**src/rtl/vsg625_pkg.sv**
```systemverilog
package vsg625_pkg;

   typedef enum logic [1:0] {
      PT_NORMAL = 2'b00,
      PT_BROAD  = 2'b01,
      PT_EQUAL  = 2'b10,
      PT_IMAGE  = 2'b11
   } pulse_t;

endpackage

```
**src/rtl/vsg_hl_counter.sv**
```systemverilog
module vsg_hl_counter #(
   parameter int HL_FRAME = 1250,
   parameter int HL_FIELD = 625,
   parameter int HW       = $clog2(HL_FRAME)
) (
   input  logic          clk,
   input  logic          rst,
   input  logic          adv,
   output logic [HW-1:0] hl,
   output logic          fld,
   output logic [HW-1:0] loc
);
   localparam logic [HW-1:0] LAST  = HW'(HL_FRAME - 1);
   localparam logic [HW-1:0] SPLIT = HW'(HL_FIELD);

   if (HL_FIELD * 2 != HL_FRAME) begin : g_bad_split
      $error("frame must hold two equal fields");
   end

   always_ff @(posedge clk) begin
      if (rst)
         hl <= '0;
      else if (adv)
         hl <= (hl == LAST) ? '0 : hl + HW'(1);
   end

   assign fld = (hl >= SPLIT);
   assign loc = fld ? (hl - SPLIT) : hl;

   // position 1249 wraps to 0
   a_r3_wrap: assert property (@(posedge clk) disable iff (rst)
      (adv && hl == LAST) |=> (hl == '0));

   // position never leaves the frame
   a_r3_in_range: assert property (@(posedge clk) disable iff (rst)
      (hl <= LAST));

   // no advance without both enables
   a_r2_hold: assert property (@(posedge clk) disable iff (rst)
      !adv |=> $stable(hl));

   // field rises only on entry to the second field
   a_r7_rise: assert property (@(posedge clk) disable iff (rst)
      $rose(fld) |-> (hl == SPLIT));

   // field falls only on wrap
   a_r7_fall: assert property (@(posedge clk) disable iff (rst)
      $fell(fld) |-> (hl == '0));

endmodule

```
**src/rtl/vsg_region_decode.sv**
```systemverilog
module vsg_region_decode
   import vsg625_pkg::*;
#(
   parameter int HW        = 11,
   parameter int BROAD_HL  = 5,
   parameter int EQU_HL    = 5,
   parameter int IMG_START = 45,
   parameter int IMG_HL    = 575
) (
   input  logic [HW-1:0] loc,
   output pulse_t        code
);
   localparam logic [HW-1:0] END_BROAD = HW'(BROAD_HL);
   localparam logic [HW-1:0] END_PRE   = HW'(BROAD_HL + EQU_HL);
   localparam logic [HW-1:0] END_BLANK = HW'(IMG_START);
   localparam logic [HW-1:0] END_IMG   = HW'(IMG_START + IMG_HL);

   if (BROAD_HL + EQU_HL > IMG_START) begin : g_bad_layout
      $error("image region overlaps pre-sync pulses");
   end

   always_comb begin
      if (loc < END_BROAD)
         code = PT_BROAD;
      else if (loc < END_PRE)
         code = PT_EQUAL;
      else if (loc < END_BLANK)
         code = PT_NORMAL;
      else if (loc < END_IMG)
         code = PT_IMAGE;
      else
         code = PT_EQUAL;
   end

endmodule

```
**src/rtl/vsg625_top.sv**
```systemverilog
module vsg625_top
   import vsg625_pkg::*;
#(
   parameter int LINES     = 625,
   parameter int BROAD_HL  = 5,
   parameter int EQU_HL    = 5,
   parameter int IMG_START = 45,
   parameter int IMG_HL    = 575,
   parameter bit OUT_REG   = 1'b0,
   parameter int LW        = $clog2(LINES + 1)
) (
   input  logic          clk,
   input  logic          rst,
   input  logic          pix_ce,
   input  logic          half_tick,
   output logic [1:0]    pulse_code,
   output logic          field_id,
   output logic          vblank,
   output logic [LW-1:0] line_num
);
   localparam int HL_FRAME = 2 * LINES;
   localparam int HL_FIELD = LINES;
   localparam int HW       = $clog2(HL_FRAME);
   localparam logic [HW-1:0] LAST  = HW'(HL_FRAME - 1);
   localparam logic [HW-1:0] SPLIT = HW'(HL_FIELD);

   if (LINES % 2 == 0) begin : g_bad_lines
      $error("interlace needs an odd line count");
   end
   if (IMG_START + IMG_HL + EQU_HL != HL_FIELD) begin : g_bad_field
      $error("field regions must fill the field exactly");
   end

   logic          adv;
   logic [HW-1:0] hl;
   logic          fld;
   logic [HW-1:0] loc;
   pulse_t        code_c;
   logic          vblank_c;
   logic [LW-1:0] line_c;

   assign adv = pix_ce & half_tick;

   vsg_hl_counter #(
      .HL_FRAME(HL_FRAME),
      .HL_FIELD(HL_FIELD),
      .HW      (HW)
   ) u_cnt (
      .clk(clk),
      .rst(rst),
      .adv(adv),
      .hl (hl),
      .fld(fld),
      .loc(loc)
   );

   vsg_region_decode #(
      .HW       (HW),
      .BROAD_HL (BROAD_HL),
      .EQU_HL   (EQU_HL),
      .IMG_START(IMG_START),
      .IMG_HL   (IMG_HL)
   ) u_dec (
      .loc (loc),
      .code(code_c)
   );

   assign vblank_c = (code_c != PT_IMAGE);
   assign line_c   = LW'(hl >> 1) + LW'(1);

   if (OUT_REG) begin : g_out_reg
      always_ff @(posedge clk) begin
         if (rst) begin
            pulse_code <= PT_BROAD;
            field_id   <= 1'b0;
            vblank     <= 1'b1;
            line_num   <= LW'(1);
         end else begin
            pulse_code <= code_c;
            field_id   <= fld;
            vblank     <= vblank_c;
            line_num   <= line_c;
         end
      end
   end else begin : g_out_comb
      assign pulse_code = code_c;
      assign field_id   = fld;
      assign vblank     = vblank_c;
      assign line_num   = line_c;
   end

   // both fields open with broad sync
   a_r6_field_start_broad: assert property (@(posedge clk) disable iff (rst)
      (hl == '0 || hl == SPLIT) |-> (code_c == PT_BROAD));

   // line advances on entry to an even position
   a_r9_line_step: assert property (@(posedge clk) disable iff (rst)
      (adv && hl[0] && hl != LAST) |=> (line_c == $past(line_c) + LW'(1)));

   // line holds across the mid-line boundary
   a_r9_line_hold: assert property (@(posedge clk) disable iff (rst)
      (adv && !hl[0]) |=> $stable(line_c));

   // reset lands on first-field broad sync
   a_r1_reset: assert property (@(posedge clk)
      rst |=> (hl == '0));

endmodule

```
**config.mk**
```make
export PLATFORM = sky130hd
export DESIGN_NAME = vsg625_top
export DESIGN_NICKNAME = d
export VERILOG_FILES = /design/src/rtl/vsg625_pkg.sv /design/src/rtl/vsg_hl_counter.sv /design/src/rtl/vsg_region_decode.sv /design/src/rtl/vsg625_top.sv
export SDC_FILE = /design/constraint.sdc
export NUM_CORES = 1
export LEC_CHECK = 0
export ABC_AREA = 1
export BUFFER_PORTS_ARGS = -buffer_cell sky130_fd_sc_hd__buf_2
export CAP_MARGIN = 25
export CORE_ASPECT_RATIO = 1.25
export CORE_MARGIN = 5
export CORE_UTILIZATION = 30
export CTS_CLUSTER_SIZE = 20
export DETAILED_ROUTE_END_ITERATION = 8
export MAX_ROUTING_LAYER = met4
export PLACE_DENSITY = 0.49
export SYNTH_ARGS = -nofsm -noshare
export SYNTH_HDL_FRONTEND = slang
export SYNTH_SLANG_ARGS = --single-unit
```
**constraint.sdc**
```tcl
create_clock -name clk -period 3.29 [get_ports clk]
set_input_delay 0.658 -clock clk [delete_from_list [all_inputs] [get_ports clk]]
set_output_delay 0.658 -clock clk [all_outputs]
set_load 0.02 [all_outputs]
```
Word level (Yosys, flattened, before mapping):

Index checks and enable logic that the tools add are counted.

* register bits after elaboration: 11
* latch bits: 0
* RAM bits: 0
* memory bits (read-only): 0
* output and inout port bits: 14
* word-level logic and storage cells: 18
* memories kept: 0

* $add $sub $neg: 3
* $mul: 0
* div/mod/pow operators: 0
* magnitude comparators: 5
* eq/ne operators: 2
* shift-type cells: 0
* mux-type cells: 6
* bitwise operators: 1
* reductions and logical operators: 0

Operators with widths (number)
* two-way mux 11 bit: 2
* adder 11 x 1 -> 11 bit, second input constant: 1
* == test 11 bit, second input constant: 1
* >= comparator 11 x 10 -> 1 bit, second input constant: 1
* less-than comparator 11 x 10 -> 1 bit, second input constant: 1
* less-than comparator 11 x 3 -> 1 bit, second input constant: 1
* less-than comparator 11 x 4 -> 1 bit, second input constant: 1
* less-than comparator 11 x 6 -> 1 bit, second input constant: 1
* subtractor 11 x 10 -> 11 bit, second input constant: 1
* adder 10 x 1 -> 10 bit, second input constant: 1
* two-way mux 2 bit: 3
* inequality test 2 bit, second input constant: 1
* bitwise AND 1 bit: 1
* two-way mux 1 bit: 1

Logic depth before layout (Yosys ltp):

Gate-level depths: netlist (run 1).

* depth in word-level cells: 8
* mapped depth: 17
* gate-level depth less buffers: 16

Cells and area by module:

A second synthesis (run 1) with hierarchy kept.

* cells, all modules: 259
* area total of the unflattened synthesis: 1435.1 um2

By module, submodules not included
* vsg_hl_counter: instances 1, cells an instance 170, area an instance 999.7 um2, seq. area each 220.2 um2
* vsg625_top: instances 1, cells an instance 45, area an instance 227.7 um2, seq. area each 0.0 um2
* vsg_region_decode: instances 1, cells an instance 44, area an instance 207.7 um2, seq. area each 0.0 um2

Worst setup path before layout (run 1):

Ideal clock, no wire load.

* path kind: reg-to-output
* start point: reg u_cnt.hl[1]
* end point: out pulse_code[0]
* arrival: 2110 ps
* data required time: 2632 ps
* setup slack: 522 ps
* cell stages (with the launch flop): 15
* path buffers: 1
* cells stage by stage: dfxtp_1 > inv_1 > ha_1 > nand2_1 > nand3_1 > nand3_2 > nand3_2 > buf_6 > nand3_1 > nand3_1 > nor2_1 > nand3_1 > nand2_1 > nand2_2 > nand2_1

* longest elaborated chain between the ends: 7
* elaborated cells on any way between the ends: 11

RTL lines
* start, declared: line vsg_hl_counter.sv:9 `output logic [HW-1:0] hl,`
* start signal, assigned: line vsg_hl_counter.sv:24 `hl <= (hl == LAST) ? '0 : hl + HW'(1);`
* >= comparator 11 x 10 -> 1 bit *: line vsg_hl_counter.sv:27 `assign fld = (hl >= SPLIT);`
* named net field_id: line vsg625_top.sv:17 `output logic field_id,`
* two-way mux 11 bit *: line vsg_hl_counter.sv:28 `assign loc = fld ? (hl - SPLIT) : hl;`
* less-than comparator 11 x 10 -> 1 bit: line vsg_region_decode.sv:29 `else if (loc < END_IMG)`
* two-way mux 1 bit: line vsg_region_decode.sv:29
* two-way mux 2 bit: line vsg_region_decode.sv:27 `else if (loc < END_BLANK)`
* two-way mux 2 bit: line vsg_region_decode.sv:25 `else if (loc < END_PRE)`
* two-way mux 2 bit *: line vsg_region_decode.sv:23 `if (loc < END_BROAD)`
* end, declared: line vsg625_top.sv:16 `output logic [1:0] pulse_code,`

The timed path passes the listed nets; every way through them passes the cells marked *.

Worst setup path after layout (run 1):

* start point: reg u_cnt.hl[2]
* end point: out pulse_code[0]

* longest elaborated chain between the ends: 7
* elaborated cells on any way between the ends: 11

RTL lines (line)
* subtractor 11 x 10 -> 11 bit or >= comparator 11 x 10 -> 1 bit (tied branches): vsg_hl_counter.sv:28, vsg_hl_counter.sv:27
* two-way mux 11 bit *: vsg_hl_counter.sv:28
* less-than comparator 11 x 10 -> 1 bit: vsg_region_decode.sv:29
* two-way mux 1 bit: vsg_region_decode.sv:29
* two-way mux 2 bit: vsg_region_decode.sv:27
* two-way mux 2 bit: vsg_region_decode.sv:25
* two-way mux 2 bit *: vsg_region_decode.sv:23

Every way passes the cells marked *; elsewhere a longest branch is shown, timed or not.

==> impl_metrics.env, run 1 <==
export IMPL_worstHoldStart="u_cnt.hl[0]"
export IMPL_met3_usage_pct=0.9639
export IMPL_largest_register_ffs=11
export IMPL_drv_slew=0
export IMPL_critPathKind="reg -> out"
export IMPL_postLayoutSetupSlackWorst_ns=0.3126
export IMPL_post_synth_main_area_contributors="sky130_fd_sc_hd__nand2_1 19%, sky130_fd_sc_hd__dfxtp_1 17%, sky130_fd_sc_hd__xor2_1 11%, sky130_fd_sc_hd__nand3_1 7.6%, sky130_fd_sc_hd__inv_1 6.8%"
export IMPL_registers_top_by_ff_count="u_cnt.hl"
export IMPL_worst_clock_skew_ns=0.002575
export IMPL_finalSetupTns_ns=0
export IMPL_whs_ns=0.6038
export IMPL_design_core_area_um2=4324
export IMPL_vdd_ir_drop_worst_mv=0.1900
export IMPL_synth_edf_count=0
export IMPL_clk_transition_reported_paths_ns=0.05
export IMPL_worst_r2r_path_depth=6
export IMPL_via_count_of_the_first_global_routing_pass=1252
export IMPL_numCtsBuffers=3
export IMPL_cp_required_ns=2.63
export IMPL_yosysTopAreaCell="sky130_fd_sc_hd__nand2_1"
export IMPL_clock_tree_htree_level_count=1
export IMPL_share_of_yosys_cell_area_claimed_by_the_top_area_cell_type_pct=18.54
export IMPL_stdcell_count=289
export IMPL_wire_length_of_the_first_global_routing_pass_um=5568
export IMPL_place_gp_congestion=0.8794
export IMPL_cp_slowest_cell="sky130_fd_sc_hd__dfxtp_2"
export IMPL_post_cts_buffers=0
export IMPL_netlist_area_um2=1316
export IMPL_synth_area_per_cell_um2=6.180
export IMPL_dp_slack_ns=0.2728
export IMPL_port_buffer_count=17
export IMPL_postSynthNetCount=223
export IMPL_ff2ff_setup_slack_ns=1.47
export IMPL_core_rowCount=27
export IMPL_drt_total_wl_um=3102
export IMPL_numPlacedInstances=285
export IMPL_period_share_pct=90.50
export IMPL_final_hold_viol_count=0
export IMPL_grtUsageTotal_pct=11.60
export IMPL_synth_top_flop_cell="sky130_fd_sc_hd__dfxtp_1"
export IMPL_type_of_destination_of_the_critical_path="output pin"
export IMPL_drt_antenna_violating_nets=0
export IMPL_drive_gt1_share_pct=20.35
export IMPL_num_vias=1284
export IMPL_via_per_inst=4.443
export IMPL_reg_to_reg_end="u_cnt.hl[10]"
export IMPL_setup_viol=0
export IMPL_synth_seq_cells=11
export IMPL_holdPathStages=2
export IMPL_timing_critical_path_cells="inv_1, ha_1, nand2_1, nand3_2, nand3_4, nand3_4, nand3_1, nand3_1, nor2_1, nand3_1, nand2_1, nand2_2, nand2_1, buf_2"
export IMPL_globalRouteOverflowTotal=0
export IMPL_cap_violations=0
export IMPL_diodes_inserted=0
export IMPL_fin_crit_ns=2.977
export IMPL_nature_of_the_critical_path_startpoint="flop"
export IMPL_netlist_cell_type_count=26
export IMPL_cts_hold_buffers_added=0
export IMPL_cts_tree="done"
export IMPL_hpwl_um=2618
export IMPL_fmax_mhz=335.9
export IMPL_top_usage_layer="met2"
export IMPL_area_growth_synth_to_final_pct=14.92
export IMPL_yosysSeqAreaShare_pct=16.73
export IMPL_min_to="u_cnt.hl[9]"
export IMPL_cts_resized=0
export IMPL_die_x_um=69.25
export IMPL_cts_buffer_depth=2
export IMPL_grt_util_met1_pct=13.70
export IMPL_synth_top_cells_by_count="65 x sky130_fd_sc_hd__nand2_1, 24 x sky130_fd_sc_hd__inv_1, 20 x sky130_fd_sc_hd__nand3_1"
export IMPL_die_area_um2=5820
export IMPL_starting_utilization_of_the_core_area_pct=30.44
export IMPL_grt_max_degree=12
export IMPL_synthArstFlopShare_pct=0
export IMPL_clock_root_buffer="sky130_fd_sc_hd__clkbuf_8"
export IMPL_largestRegisters="u_cnt.hl (11)"
export IMPL_max_slew_margin_pct=64.40
export IMPL_cpPeakStageDelay_ns=0.40
export IMPL_crit_arrival_ns=2.32
export IMPL_floorplan_io_pins=18
export IMPL_tightest_slew_ns=0.5305
export IMPL_die_h_um=84.06
export IMPL_power_per_cell_area_nw_per_um2=204.0
export IMPL_grt_util_met2_pct=21.09
export IMPL_worstReg2RegStart="u_cnt.hl[1]"
export IMPL_timing_critical_path_fanout_max=11
export IMPL_clkSinkCount=11
export IMPL_post_synth_top_count_cell="sky130_fd_sc_hd__nand2_1"
export IMPL_first_iter_violations=41
export IMPL_layout_nets=242
export IMPL_ys_warn_count=0
export IMPL_wire_per_inst_um=10.73
export IMPL_grt_setup_unrepaired="no"
export IMPL_antenna_found_initial=0
export IMPL_clkLatencyLatePin_ns=0.23
export IMPL_outcome="finished, final reports clean"
export IMPL_num_fill_cells=518
export IMPL_route_detailed_drc=0
export IMPL_drtPass1Iterations=4
export IMPL_power_leakage_nw=0.7891
export IMPL_holdCritPathClass="reg -> reg"
export IMPL_synthesis_instances=213
==> cells in the final DEF, fill, tap and decap left out, types with 2 or more instances in the layout <==
| cell | synthesis | routed |
|---|---|---|
| sky130_fd_sc_hd__nor2_1 | 18 | 18 |
| sky130_fd_sc_hd__ha_1 | 6 | 6 |
| sky130_fd_sc_hd__nand2_1 | 65 | 65 |
| sky130_fd_sc_hd__o21ai_1 | 2 | 2 |
| sky130_fd_sc_hd__nor2_2 | 4 | 4 |
| sky130_fd_sc_hd__a21oi_1 | 4 | 4 |
| sky130_fd_sc_hd__xor2_1 | 17 | 17 |
| sky130_fd_sc_hd__nand2_2 | 9 | 9 |
| sky130_fd_sc_hd__buf_4 | 2 | 2 |
| sky130_fd_sc_hd__nor3b_1 | 2 | 2 |
| sky130_fd_sc_hd__nor3_1 | 4 | 4 |
| sky130_fd_sc_hd__nand3_1 | 20 | 19 |
| sky130_fd_sc_hd__nand3_4 | 1 | 3 |
| sky130_fd_sc_hd__buf_2 | 0 | 17 |
| sky130_fd_sc_hd__nand4_1 | 9 | 9 |
| sky130_fd_sc_hd__inv_2 | 3 | 3 |
| sky130_fd_sc_hd__clkbuf_8 | 0 | 3 |
| sky130_fd_sc_hd__dfxtp_1 | 11 | 10 |
| sky130_fd_sc_hd__inv_1 | 24 | 24 |
==> area by class of cell <==
cell class | count | area [um^2] | share of cell area [%]
sequential | 11 | 221.5 | 14.64
multi-input combinational | 169 | 963.4 | 63.69
timing repair buffer | 19 | 100.1 | 6.617
tap | 58 | 72.57 | 4.797
inverter | 28 | 110.1 | 7.279
clock buffer | 4 | 45.04 | 2.978
==> critical path, delay by kind of cell (launching register included) <==
family	cells	cell delay [ns]
AND/OR/NAND/NOR	11	1.21
flip-flops	1	0.40
adder cells (fa/ha/maj)	1	0.19
buffers and inverters	2	0.28
==> metrics by stage <==
step | power (mW) | utilization (%) | instance area [um^2]
floorplan | 0.1662 | - | 1316
global placement | 0.1794 | 33.30 | 1440
detailed placement | 0.1783 | 33.30 | 1440
CTS | 0.3118 | 34.35 | 1485
global route | 0.3278 | 34.98 | 1513
finish | 0.3086 | 34.98 | 1513
==> cell families (layout without fill, tap and decap cells) <==
logic type | count (synthesis) | count (layout) | share of synthesized area (%)
compound gates | 9 | 9 | 4.564
flops | 11 | 11 | 16.73
buf+inv | 33 | 51 | 12.07
fa+ha+maj | 6 | 6 | 5.703
xor+xnor | 17 | 17 | 11.31
simple gates | 137 | 137 | 49.62
==> worst max path at each step <==
stage / start / endpoint / slack [ns] / depth (start not counted)
6_report: u_cnt.hl[2] / pulse_code[0] / 0.31 / 14
5_1_grt: u_cnt.hl[2] / pulse_code[0] / 0.03 / 14
4_1_cts: u_cnt.hl[2] / pulse_code[0] / 0.02 / 14
3_5_place_dp: u_cnt.hl[2] / pulse_code[0] / 0.27 / 14
3_3_place_gp: u_cnt.hl[2] / pulse_code[0] / 0.30 / 14
2_1_floorplan: u_cnt.hl[1] / pulse_code[0] / 0.52 / 14
==> power breakdown <==
part           leakage, nW  internal [mW]  switching, mW
clock network       0.0228         0.0847         0.0465
registers           0.0894          0.135        0.00266
logic                0.677         0.0142         0.0251
total                0.789          0.234         0.0743
==> metal layers <==
layer	routed length (um)	up-vias
li1	-	712
met1	1454	553
met2	1560	17
met3	68	2
met4	19	0
met5	0	-
(Power assumes the default switching activity.)
==> run 2: changes to the inputs <==
--- a/config.mk
+++ b/config.mk
@@ -15,6 +15,7 @@
 export DETAILED_ROUTE_END_ITERATION = 8
 export MAX_ROUTING_LAYER = met4
 export PLACE_DENSITY = 0.49
+export REMOVE_ABC_BUFFERS = 1
 export SYNTH_ARGS = -nofsm -noshare
 export SYNTH_HDL_FRONTEND = slang
 export SYNTH_SLANG_ARGS = --single-unit
==> constraint.sdc (replaced) <==
create_clock -name clk -period 3.29 [get_ports clk]
set_input_delay 0.658 -clock clk [delete_from_list [all_inputs] [get_ports clk]]
set_output_delay 0.658 -clock clk [all_outputs]
set_load 0.005 [all_outputs]
==> run 2 against run 1 <==
  * Critical endpoint is now pulse_code[1]
  * Non-clock buffer count unchanged
  * Combinational power is 9.2% lower
  * Sequential cell count unchanged
  * Critical path depth fell by 1
  * Hold slack better by 0.012 ns
  * Via count decreased by 0.86%
  * Maximum frequency fell by 0.22%
  * Routed wire length grew 0.87%
  * Die area unchanged
  * Setup slack worse by 0.0067 ns
  * Clock skew increased by 0.0015 ns
  * Core utilization decreased by 0.26 points
  * Largest cell class unchanged
==> impl_metrics.env, run 2 (synthesized netlist as in run 1, its figures left out) <==
export IMPL_critPathKind="reg -> out"
export IMPL_numPlacedInstances=285
export IMPL_die_h_um=84.06
export IMPL_worstReg2RegStart="u_cnt.hl[0]"
export IMPL_final_hold_viol_count=0
export IMPL_holdCritPathClass="reg -> reg"
export IMPL_final_core_density_pct=34.72
export IMPL_drtPass1Iterations=4
export IMPL_cts_tree="done"
export IMPL_met3_length_um=43
export IMPL_reg_to_reg_end="u_cnt.hl[10]"
export IMPL_multi_input_gate_area_in_the_final_layout_um2=952.2
export IMPL_numCtsBuffers=3
export IMPL_starting_utilization_of_the_core_area_pct=30.44
export IMPL_num_vias=1273
export IMPL_diodes_inserted=0
export IMPL_port_buffer_count=17
export IMPL_total_area_of_sequential_cells_um2=221.5
export IMPL_max_slew_margin_pct=65.63
export IMPL_wire_length_of_the_first_global_routing_pass_um=5582
export IMPL_drive_gt1_share_pct=19.91
export IMPL_outcome="finished, final reports clean"
export IMPL_core_rowCount=27
export IMPL_globalRouteOverflowTotal=0
export IMPL_grtUsageTotal_pct=11.72
export IMPL_registers_top_by_ff_count="u_cnt.hl"
export IMPL_power_leakage_nw=0.7849
export IMPL_clk_transition_reported_paths_ns=0.05
export IMPL_ff2ff_setup_slack_ns=1.44
export IMPL_largest_register_ffs=11
export IMPL_clock_tree_htree_level_count=1
export IMPL_critical_path_top_cell_by_count="sky130_fd_sc_hd__nand2_1"
export IMPL_hpwl_um=2649
export IMPL_detail_route_wirelength_met1_um=1449
export IMPL_type_of_destination_of_the_critical_path="output pin"
export IMPL_tightest_slew_ns=0.5121
export IMPL_worst_clock_skew_ns=0.004070
export IMPL_grt_setup_unrepaired="no"
export IMPL_cp_slowest_cell="sky130_fd_sc_hd__dfxtp_1"
export IMPL_first_iter_violations=23
export IMPL_clock_root_buffer="sky130_fd_sc_hd__clkbuf_8"
export IMPL_cpPeakStageDelay_ns=0.45
export IMPL_via_count_of_the_first_global_routing_pass=1262
export IMPL_clkLatencyLatePin_ns=0.24
export IMPL_layout_cells_most_common="sky130_fd_sc_hd__nand2_1"
export IMPL_worst_r2r_path_depth=5
export IMPL_num_fill_cells=530
export IMPL_power_per_cell_area_nw_per_um2=204.5
export IMPL_fin_crit_ns=2.984
export IMPL_fmax_mhz=335.1
export IMPL_worstSetupStartpoint="u_cnt.hl[0]"
export IMPL_period_share_pct=90.70
export IMPL_cts_buffer_depth=2
export IMPL_cts_hold_buffers_added=0
export IMPL_wire_per_inst_um=10.83
export IMPL_floorplan_io_pins=18
export IMPL_die_x_um=69.25
export IMPL_area_growth_synth_to_final_pct=14.07
export IMPL_holdPathStages=3
export IMPL_antenna_found_initial=0
export IMPL_cp_required_ns=2.63
export IMPL_worstHoldStart="u_cnt.hl[1]"
export IMPL_setup_viol=0
export IMPL_die_area_um2=5820
export IMPL_routed_wl_met2_um=1584
export IMPL_route_detailed_drc=0
export IMPL_finalSetupTns_ns=0
export IMPL_post_cts_buffers=0
export IMPL_stdcell_count=289
export IMPL_drt_total_wl_um=3129
export IMPL_largestRegisters="u_cnt.hl (11)"
export IMPL_timing_critical_path_cells="ha_1, nor3b_2, nand3_4, nand2_1, nand2_1, nand2_1, nand2_1, nor2_2, nand2_1, nor2_1, nand3_1, nand2_1, buf_2"
export IMPL_vdd_ir_drop_worst_mv=0.1687
export IMPL_via_per_inst=4.405
export IMPL_layout_nets=242
export IMPL_dr_max_layer_used="met4"
export IMPL_most_frequent_cells_in_the_layout="65 x sky130_fd_sc_hd__nand2_1, 24 x sky130_fd_sc_hd__inv_1, 20 x sky130_fd_sc_hd__nand3_1"
export IMPL_nature_of_the_critical_path_startpoint="flop"
export IMPL_placedInstanceArea_um2=1440
export IMPL_design_core_area_um2=4324
export IMPL_min_to="u_cnt.hl[1]"
export IMPL_drt_antenna_violating_nets=0
export IMPL_cap_violations=0
export IMPL_timing_critical_path_fanout_max=10
export IMPL_crit_arrival_ns=2.33
export IMPL_drv_slew=0
export IMPL_place_gp_congestion=0.8133
export IMPL_grt_max_degree=12
export IMPL_clkSinkCount=11
export IMPL_post_route_cell_area_um2=1501
## run 2: cell count changes in the layout (fill, tap and decap cells not counted)
cell | before | now
sky130_fd_sc_hd__nand3_1 | 19 | 20
sky130_fd_sc_hd__nor3b_4 | 1 | 0
sky130_fd_sc_hd__nand3_2 | 1 | 0
sky130_fd_sc_hd__nor3b_2 | 0 | 1
## run 2: through the flow
step / power [mW] / hold WS (ns) / worst slack [ns]
finish: 0.3071 / 0.6158 / 0.3059
global route: 0.3276 / 0.6387 / 0.01516
CTS: 0.3133 / 0.6194 / 0.04954
detailed placement: 0.1762 / 0.6084 / 0.3175
global placement: 0.1772 / 0.6131 / 0.3487
floorplan: 0.1639 / 0.4840 / 0.7109
## run 2: repair_timing
item / 4_1_cts / 5_1_grt
resized for setup: 0 / 3
endpoints found under the hold margin: 0 / 0
endpoints found under the setup margin: 0 / 3
## run 2: worst max-delay path, delay by kind of cell (launching register included)
family,cells,cell delay [ns]
buffers and inverters,1,0.10
DFF,1,0.45
and+or+nand+nor,11,1.36
adders and majority gates,1,0.19
## run 2: where the power goes
group,internal [mW],leakage (nW),switching [mW],total (mW)
clock network,0.0849,0.0228,0.0485,0.133
registers,0.135,0.0894,0.00264,0.138
logic,0.0130,0.673,0.0227,0.0357
total,0.233,0.785,0.0738,0.307
## run 2: routing by layer
layer / vias up / global-route usage (%)
met3: 5 / 0.8434
met2: 12 / 20.49
met5: - / -
li1: 712 / -
met4: 0 / 4.263
met1: 544 / 13.98
## run 2: worst max-delay path by stage
stage               slack (ns)             to  depth (start not counted)
floorplan                 0.71  pulse_code[0]                         14
global placement          0.35  pulse_code[0]                         14
detailed placement        0.32  pulse_code[0]                         14
CTS                       0.05  pulse_code[0]                         14
global route              0.02  pulse_code[0]                         13
finish                    0.31  pulse_code[1]                         13
## run 2: cell type report
class / instances / share of cell area (%)
Multi-Input combinational cell: 169 / 63.42
Sequential cell: 11 / 14.75
Inverter: 28 / 7.333
Timing Repair Buffer: 19 / 6.667
Tap cell: 58 / 4.833
Clock buffer: 4 / 3.000
